File: config.mk
export PLATFORM = sky130hd
export DESIGN_NAME = hilo_mac
export DESIGN_NICKNAME = d
export VERILOG_FILES = /design/src/rtl/hilo_pkg.sv /design/src/rtl/hilo_ctrl.sv /design/src/rtl/hilo_mul.sv /design/src/rtl/hilo_regs.sv /design/src/rtl/hilo_mac.sv
export SDC_FILE = /design/constraint.sdc
export NUM_CORES = 2
export LEC_CHECK = 0
export ABC_AREA = 1
export BUFFER_PORTS_ARGS = -buffer_cell sky130_fd_sc_hd__buf_2
export CORE_UTILIZATION = 55
export CTS_BUF_LIST = sky130_fd_sc_hd__clkbuf_16
export CTS_CLUSTER_DIAMETER = 60
export DETAILED_ROUTE_END_ITERATION = 10
export PLACE_DENSITY = 0.72
export SLEW_MARGIN = 20
export SYNTH_ARGS = -nofsm -noshare
export SYNTH_HDL_FRONTEND = slang
export SYNTH_SLANG_ARGS = --single-unit
File: constraint.sdc
create_clock -name clk -period 7.79 [get_ports clk]
set_input_delay 0.3895 -clock clk [delete_from_list [all_inputs] [get_ports clk]]
set_output_delay 0.3895 -clock clk [all_outputs]
set_load 0.05 [all_outputs]
File: src/rtl/hilo_pkg.sv
package hilo_pkg;

  typedef enum logic [2:0] {
    OP_MUL_S  = 3'd0,
    OP_MUL_U  = 3'd1,
    OP_MADD_S = 3'd2,
    OP_MADD_U = 3'd3,
    OP_MSUB_S = 3'd4,
    OP_MSUB_U = 3'd5,
    OP_MOV_HI = 3'd6,
    OP_MOV_LO = 3'd7
  } hilo_op_e;

  typedef enum logic [1:0] {
    K_MUL  = 2'd0,
    K_MADD = 2'd1,
    K_MSUB = 2'd2
  } hilo_kind_e;

  function automatic logic op_is_arith(input logic [2:0] op);
    return op <= 3'(OP_MSUB_U);
  endfunction

  function automatic logic op_is_unsigned(input logic [2:0] op);
    return op[0];
  endfunction

  function automatic hilo_kind_e op_kind(input logic [2:0] op);
    hilo_kind_e k;
    case (op[2:1])
      2'd1:    k = K_MADD;
      2'd2:    k = K_MSUB;
      default: k = K_MUL;
    endcase
    return k;
  endfunction

endpackage

File: src/rtl/hilo_ctrl.sv
module hilo_ctrl
  import hilo_pkg::*;
#(
  parameter int LATENCY = 4
) (
  input  logic       clk,
  input  logic       rst_n,
  input  logic       start_i,
  input  logic [2:0] op_i,
  output logic       busy_o,
  output logic       done_o,
  output logic       fire_o,
  output logic       accept_o,
  output logic       wr_hi_o,
  output logic       wr_lo_o,
  output hilo_kind_e kind_o
);

  localparam int CNT_W = (LATENCY > 1) ? $clog2(LATENCY) : 1;
  localparam logic [CNT_W-1:0] CNT_INIT = CNT_W'(LATENCY - 1);

  logic             busy_q, busy_d;
  logic             done_q, done_d;
  logic [CNT_W-1:0] cnt_q, cnt_d;
  hilo_kind_e       kind_q;
  logic             idle_start;

  always_comb begin
    idle_start = start_i && !busy_q;
    accept_o   = idle_start && op_is_arith(op_i);
    wr_hi_o    = idle_start && (op_i == 3'(OP_MOV_HI));
    wr_lo_o    = idle_start && (op_i == 3'(OP_MOV_LO));
    fire_o     = busy_q && (cnt_q == '0);

    busy_d = busy_q;
    cnt_d  = cnt_q;
    if (accept_o) begin
      busy_d = 1'b1;
      cnt_d  = CNT_INIT;
    end else if (fire_o) begin
      busy_d = 1'b0;
    end else if (busy_q) begin
      cnt_d = cnt_q - 1'b1;
    end
    done_d = fire_o;
  end

  always_ff @(posedge clk or negedge rst_n) begin
    if (!rst_n) begin
      busy_q <= 1'b0;
      done_q <= 1'b0;
      cnt_q  <= '0;
    end else begin
      busy_q <= busy_d;
      done_q <= done_d;
      cnt_q  <= cnt_d;
    end
  end

  always_ff @(posedge clk or negedge rst_n) begin
    if (!rst_n) begin
      kind_q <= K_MUL;
    end else if (accept_o) begin
      kind_q <= op_kind(op_i);
    end
  end

  assign busy_o = busy_q;
  assign done_o = done_q;
  assign kind_o = kind_q;


  done_pulse_chk: assert property (@(posedge clk) disable iff (!rst_n)
    done_q |=> !done_q);


  done_after_busy_chk: assert property (@(posedge clk) disable iff (!rst_n)
    $rose(done_q) |-> ($past(busy_q) && !busy_q));

endmodule

File: src/rtl/hilo_mul.sv
module hilo_mul #(
  parameter int DATA_W = 32,
  parameter bit PIPE   = 1'b1
) (
  input  logic                clk,
  input  logic                rst_n,
  input  logic                load_i,
  input  logic                uns_i,
  input  logic [DATA_W-1:0]   a_i,
  input  logic [DATA_W-1:0]   b_i,
  output logic [2*DATA_W-1:0] prod_o
);

  localparam int PW = 2 * DATA_W;

  logic [DATA_W-1:0] a_q, b_q;
  logic              uns_q;
  logic [PW-1:0]     ea, eb, prod_c;

  always_ff @(posedge clk or negedge rst_n) begin
    if (!rst_n) begin
      a_q   <= '0;
      b_q   <= '0;
      uns_q <= 1'b0;
    end else if (load_i) begin
      a_q   <= a_i;
      b_q   <= b_i;
      uns_q <= uns_i;
    end
  end

  always_comb begin
    ea     = uns_q ? {{DATA_W{1'b0}}, a_q} : {{DATA_W{a_q[DATA_W-1]}}, a_q};
    eb     = uns_q ? {{DATA_W{1'b0}}, b_q} : {{DATA_W{b_q[DATA_W-1]}}, b_q};
    prod_c = ea * eb;
  end

  generate
    if (PIPE) begin : g_pipe
      logic [PW-1:0] prod_q;
      always_ff @(posedge clk or negedge rst_n) begin
        if (!rst_n) prod_q <= '0;
        else        prod_q <= prod_c;
      end
      assign prod_o = prod_q;
    end else begin : g_comb
      assign prod_o = prod_c;
    end
  endgenerate

endmodule

File: src/rtl/hilo_regs.sv
module hilo_regs
  import hilo_pkg::*;
#(
  parameter int DATA_W = 32,
  parameter int REG_W  = 64
) (
  input  logic                clk,
  input  logic                rst_n,
  input  logic                fire_i,
  input  hilo_kind_e          kind_i,
  input  logic [2*DATA_W-1:0] prod_i,
  input  logic                wr_hi_i,
  input  logic                wr_lo_i,
  input  logic [DATA_W-1:0]   wdata_i,
  output logic [REG_W-1:0]    hi_o,
  output logic [REG_W-1:0]    lo_o
);

  localparam int PW = 2 * DATA_W;

  logic [DATA_W-1:0] hi_q, lo_q, hi_d, lo_d;
  logic [PW-1:0]     acc, res;
  logic              en;

  always_comb begin
    acc = {hi_q, lo_q};
    case (kind_i)
      K_MADD:  res = acc + prod_i;
      K_MSUB:  res = acc - prod_i;
      default: res = prod_i;
    endcase
    hi_d = hi_q;
    lo_d = lo_q;
    if (fire_i) begin
      hi_d = res[PW-1:DATA_W];
      lo_d = res[DATA_W-1:0];
    end
    if (wr_hi_i) hi_d = wdata_i;
    if (wr_lo_i) lo_d = wdata_i;
    en = fire_i || wr_hi_i || wr_lo_i;
  end

  always_ff @(posedge clk or negedge rst_n) begin
    if (!rst_n) begin
      hi_q <= '0;
      lo_q <= '0;
    end else if (en) begin
      hi_q <= hi_d;
      lo_q <= lo_d;
    end
  end

  generate
    if (REG_W > DATA_W) begin : g_sext
      assign hi_o = {{(REG_W-DATA_W){hi_q[DATA_W-1]}}, hi_q};
      assign lo_o = {{(REG_W-DATA_W){lo_q[DATA_W-1]}}, lo_q};
    end else begin : g_flat
      assign hi_o = hi_q;
      assign lo_o = lo_q;
    end
  endgenerate

endmodule

File: src/rtl/hilo_mac.sv
module hilo_mac
  import hilo_pkg::*;
#(
  parameter int DATA_W  = 32,
  parameter int REG_W   = 64,
  parameter int LATENCY = 4
) (
  input  logic              clk,
  input  logic              rst_n,
  input  logic              start_i,
  input  logic [2:0]        op_i,
  input  logic [DATA_W-1:0] a_i,
  input  logic [DATA_W-1:0] b_i,
  output logic [REG_W-1:0]  hi_o,
  output logic [REG_W-1:0]  lo_o,
  output logic              busy_o,
  output logic              done_o
);

  localparam bit PIPE = (LATENCY > 1);

  logic [1:0]          rst_sync_q;
  logic                rst_int_n;
  logic                fire, accept, wr_hi, wr_lo;
  hilo_kind_e          kind;
  logic [2*DATA_W-1:0] prod;

  always_ff @(posedge clk or negedge rst_n) begin
    if (!rst_n) rst_sync_q <= 2'b00;
    else        rst_sync_q <= {rst_sync_q[0], 1'b1};
  end
  assign rst_int_n = rst_sync_q[1];

  hilo_ctrl #(.LATENCY(LATENCY)) u_ctrl (
    .clk      (clk),
    .rst_n    (rst_int_n),
    .start_i  (start_i),
    .op_i     (op_i),
    .busy_o   (busy_o),
    .done_o   (done_o),
    .fire_o   (fire),
    .accept_o (accept),
    .wr_hi_o  (wr_hi),
    .wr_lo_o  (wr_lo),
    .kind_o   (kind)
  );

  hilo_mul #(.DATA_W(DATA_W), .PIPE(PIPE)) u_mul (
    .clk    (clk),
    .rst_n  (rst_int_n),
    .load_i (accept),
    .uns_i  (op_is_unsigned(op_i)),
    .a_i    (a_i),
    .b_i    (b_i),
    .prod_o (prod)
  );

  hilo_regs #(.DATA_W(DATA_W), .REG_W(REG_W)) u_regs (
    .clk     (clk),
    .rst_n   (rst_int_n),
    .fire_i  (fire),
    .kind_i  (kind),
    .prod_i  (prod),
    .wr_hi_i (wr_hi),
    .wr_lo_i (wr_lo),
    .wdata_i (a_i),
    .hi_o    (hi_o),
    .lo_o    (lo_o)
  );


  start_busy_chk: assert property (@(posedge clk) disable iff (!rst_int_n)
    (start_i && !busy_o && op_is_arith(op_i)) |=> busy_o);


  hold_while_busy_chk: assert property (@(posedge clk) disable iff (!rst_int_n)
    busy_o |=> (done_o || ($stable(hi_o) && $stable(lo_o))));


  move_lo_chk: assert property (@(posedge clk) disable iff (!rst_int_n)
    (start_i && !busy_o && op_i == 3'(OP_MOV_LO)) |=>
      ($signed(lo_o) == $signed($past(a_i)) && !done_o && !busy_o));


  move_hi_chk: assert property (@(posedge clk) disable iff (!rst_int_n)
    (start_i && !busy_o && op_i == 3'(OP_MOV_HI)) |=>
      ($signed(hi_o) == $signed($past(a_i)) && !done_o && !busy_o));

endmodule

==> results.rst <==
.. list-table::
   :header-rows: 1

   * - Metric
     - Value
   * - Maximum number of pins on one net before global-route repair
     - 117
   * - Combined area of the multi-input logic cells
     - 51000 µm²
   * - Path type of the worst min-delay path
     - input pin to register
   * - Largest fanout on the critical path
     - 8
   * - Worst Setup Slack, final
     - -0.429 ns
   * - Number of max-cap violations
     - 0
   * - CTS clock-pin slew for the worst setup and hold paths
     - 0.06 ns
   * - Simple-gate share of the synthesized area
     - 16.1%
   * - Violations in the final reports
     - negative setup slack
   * - Final RePlAce weighted congestion
     - 1.08
   * - Clock tree sinks
     - 201
   * - Chip Width
     - 346 µm
   * - Via count normalized by instance count
     - 5.34
   * - Most frequent cell on the critical path
     - sky130_fd_sc_hd__inv_2
   * - Post-synth top area cell
     - sky130_fd_sc_hd__fa_1
   * - Deepest clock path buffer count
     - 3
   * - Required arrival time at the worst endpoint
     - 8.38 ns
   * - Count of port buffers added during placement
     - 199
   * - Global router's overall resource usage
     - 40.0%
   * - Final std cell area, no fill
     - 78200 µm²
   * - Post-route minimum period
     - 8.22 ns
   * - Transition at the pin with the smallest max-transition slack
     - 1.09 ns
   * - Max Clock Freq
     - 0.122 GHz
   * - Data arrival time of the critical path
     - 8.81 ns
   * - Number of top-level pins
     - 200
   * - Area share of the largest cell type after synthesis
     - 43.7%
   * - Sort of element at the start of the critical path
     - register
   * - Number of nets with antenna violations after routing
     - 0
   * - Number of global-route vias before repair
     - 60696
   * - Combinational family with the most area after synthesis
     - adder cells
   * - Cell with the largest stage delay on the worst path
     - sky130_fd_sc_hd__fa_2
   * - Total gr overflow
     - 0
   * - Count of unresolved DRC violations after routing
     - 0
   * - Number of violations reported at the end of detailed-routing iteration 0
     - 4873
   * - Leading cell types by total area after synthesis
     - sky130_fd_sc_hd__fa_1 44%, sky130_fd_sc_hd__inv_1 15%, sky130_fd_sc_hd__nand2_1 11%
   * - First drt pass iteration count
     - 8
   * - Proportion of synthesized area in mux cells
     - 0.589%
   * - Tcrit/Tclk final
     - 106%
   * - Number of CTS-inserted buffers
     - 43
   * - Insertion delay to the later sink of the worst-skew pair
     - 0.67 ns
   * - Placed wire-length estimate after detailed placement
     - 200 mm
   * - Fill count
     - 9677
   * - Average wire per standard cell
     - 22.2 µm
   * - Worst Skew
     - 0.0438 ns
   * - Leading register cell type out of synthesis
     - sky130_fd_sc_hd__dfrtp_1
   * - Placed inst area
     - 73300 µm²
   * - Number of enable-type register cells in the synthesized netlist
     - 0
   * - Yosys warnings
     - 0
   * - Mean area per synthesized cell
     - 7.79 µm²
   * - Setup violation total in the final timing report
     - 35
   * - CTS Root Cell
     - sky130_fd_sc_hd__clkbuf_16
   * - Pre-CTS WS
     - -0.807 ns
   * - Synth Area in XOR/XNOR
     - 2.16%
   * - Antenna violations before repair
     - 7
   * - Max-slew violation count
     - 0
   * - Highest cell delay on the worst timing path
     - 0.64 ns
   * - Critical path start-end classification
     - register to register
   * - Net Count, Synth
     - 10219
   * - Endpoint kind of the worst setup timing path
     - register
   * - Area of the die
     - 120000 µm²
   * - RSZ-0062 raised after global routing
     - yes
   * - Die H
     - 346 µm
   * - Final WL
     - 237 mm
   * - Post-synthesis cell area
     - 65000 µm²
   * - Post-layout nets
     - 10987
   * - Sequential Area
     - 5050 µm²
   * - Run status
     - finished with violations
   * - Total of flip-flops plus latches after synthesis
     - 201
   * - Routed vias
     - 57051
   * - TritonCTS clock tree
     - built
   * - Layout area overhead
     - 20.3%
   * - Total number of H-tree levels
     - 2
   * - Cell count after synthesis
     - 8352
   * - Fraction of layout instances using a drive strength above 1
     - 19.6%
   * - Slew HR
     - 27.2%
   * - Final sum of negative setup slack
     - -8.69 ns
   * - Core footprint
     - 117000 µm²
   * - Adder-cell share of the synthesized area
     - 51.0%
   * - Number of library cell types mapped by synthesis
     - 56
   * - Number of failing hold endpoints at the final stage
     - 0
   * - Synthesized-area fraction occupied by ao, oa, aoi and oai cells
     - 4.95%
   * - Proportion of synthesized chip area in sequential cells
     - 7.74%
   * - Fraction of the core area covered by cells at the end of the flow
     - 67.0%
   * - First-pass GRT wire length
     - 357 mm
   * - Starting density of the core
     - 55.7%
   * - Share of synthesized registers carrying an async set or reset
     - 100%
   * - Std-Cell Rows
     - 125
==> metrics by stage <==
step,cells,hold slack [ns]
CTS,10635,0.00409
floorplan,8352,0.0939
global placement,10497,0.175
detailed placement,10497,0.178
finish,10679,0.0212
global route,10676,0.0318
==> cell usage after synthesis, types with 5 or more instances <==
master                     number
sky130_fd_sc_hd__dfrtp_1      201
sky130_fd_sc_hd__nor3_1        25
sky130_fd_sc_hd__or2_2         10
sky130_fd_sc_hd__o211ai_1      22
sky130_fd_sc_hd__a21boi_0      11
sky130_fd_sc_hd__buf_4         65
sky130_fd_sc_hd__a21o_1        23
sky130_fd_sc_hd__clkbuf_1     296
sky130_fd_sc_hd__nand3_1      207
sky130_fd_sc_hd__mux2_2        34
sky130_fd_sc_hd__nor4_1        14
sky130_fd_sc_hd__a31oi_1       14
sky130_fd_sc_hd__o21bai_1      22
sky130_fd_sc_hd__ha_1         379
sky130_fd_sc_hd__nand4_1       43
sky130_fd_sc_hd__o21ai_0      207
sky130_fd_sc_hd__o21a_1         9
sky130_fd_sc_hd__buf_2          5
sky130_fd_sc_hd__buf_1          7
sky130_fd_sc_hd__inv_1       2583
sky130_fd_sc_hd__xor2_1       132
sky130_fd_sc_hd__nor2_2        11
sky130_fd_sc_hd__inv_2         13
sky130_fd_sc_hd__o221ai_1      10
sky130_fd_sc_hd__xnor2_1       28
sky130_fd_sc_hd__o21ai_1        9
sky130_fd_sc_hd__a21oi_1      227
sky130_fd_sc_hd__nand2_1     1823
sky130_fd_sc_hd__fa_1        1418
sky130_fd_sc_hd__nor2_1       457
==> final timing paths <==
check / slack (ns) / startpoint / cells past startpoint / to
max: -0.43 / u_mul.uns_q$_DFFE_PN0P_ / 32 / u_mul.prod_o[59]$_DFF_PN0_
min: 0.02 / b_i[12] / 2 / u_mul.b_q[12]$_DFFE_PN0P_
max reg2reg: -0.43 / u_mul.uns_q$_DFFE_PN0P_ / 32 / u_mul.prod_o[59]$_DFF_PN0_
min reg2reg: 0.35 / rst_sync_q[1]$_DFF_PN0_ / 0 / u_mul.a_q[0]$_DFFE_PN0P_
max in group asynchronous: 6.19 / rst_sync_q[1]$_DFF_PN0_ / 1 / u_mul.a_q[26]$_DFFE_PN0P_
min in group asynchronous: 0.08 / rst_n / 2 / rst_sync_q[1]$_DFF_PN0_
==> cells in the final DEF, fill, tap and decap left out, drive strengths merged, types with 2 or more instances in the layout <==
cell / n
or2: 11
a21oi: 230
a21o: 23
xnor2: 28
nand3b: 4
o21bai: 22
nand3: 209
mux2: 34
ha: 379
dfrtp: 201
nor3: 30
a221oi: 2
buf: 1065
xor2: 132
clkinvlp: 3
clkbuf: 46
a21boi: 13
and3: 2
clkinv: 13
inv: 2613
nand2: 1827
o221ai: 10
diode: 3
nor4: 16
o21ai: 220
nor2: 471
dlygate4sd3: 28
bufinv: 3
fa: 1418
o31ai: 5
nand4: 44
o211ai: 22
o21a: 9
a31oi: 14
==> area by class of cell <==
type                            count  area share (%)
Antenna cell                        3         0.00960
Clock buffer                       43            1.38
Clock inverter                     34           0.494
Inverter                         2598            12.5
Multi-Input combinational cell   5180            65.1
Sequential cell                   201            6.46
Tap cell                         1524            2.44
Timing Repair Buffer             1096            11.6
==> flip-flops by register name, indices dropped and copies added (netlist names) <==
register and flops:
u_ctrl.kind_o 2, u_ctrl.cnt_q 2, u_mul.uns_q 1, u_regs.lo_q 32, u_ctrl.busy_o 1, u_ctrl.done_o 1
u_mul.b_q 32, u_mul.prod_o 64, rst_sync_q 2, u_mul.a_q 32, u_regs.hi_q 32
==> worst max-delay path: cells and delay by family, from the launching register on <==
family	cells	cell delay (ns)
XOR/XNOR	1	0.15
flip-flops	1	0.37
buffers and inverters	13	1.11
AND/OR/NAND/NOR	7	0.86
adder cells (fa/ha/maj)	11	5.65
==> repair_timing <==
action | 4_1_cts | 5_1_grt
endpoints found under the hold margin | 29 | 0
setup endpoints to repair | 40 | 42
hold buffers | 28 | 0
cloned | 1 | 3
setup buffers | 32 | 41
gates resized for setup | 320 | 406
pin swaps | 129 | 201
==> cell families (layout without fill, tap and decap cells) <==
logic type	count (synthesis)	in the layout
buffers and inverters	2971	3771
and+or+nand+nor	2615	2615
adders and majority gates	1797	1797
AOI/OAI and AO/OA	573	573
DFF	201	201
xor gates and xnor gates	160	160
muxes	34	34
other	1	4
==> layer usage <==
metal	share of wire, %	global-route usage, %
met3	9.0	7.20
met4	7.9	25.2
met5	0.024	0
met2	45	63.8
met1	38	50.5
Power is not shown: default switching activity piles up to over one toggle a cycle in this logic, so the estimate is an artifact.
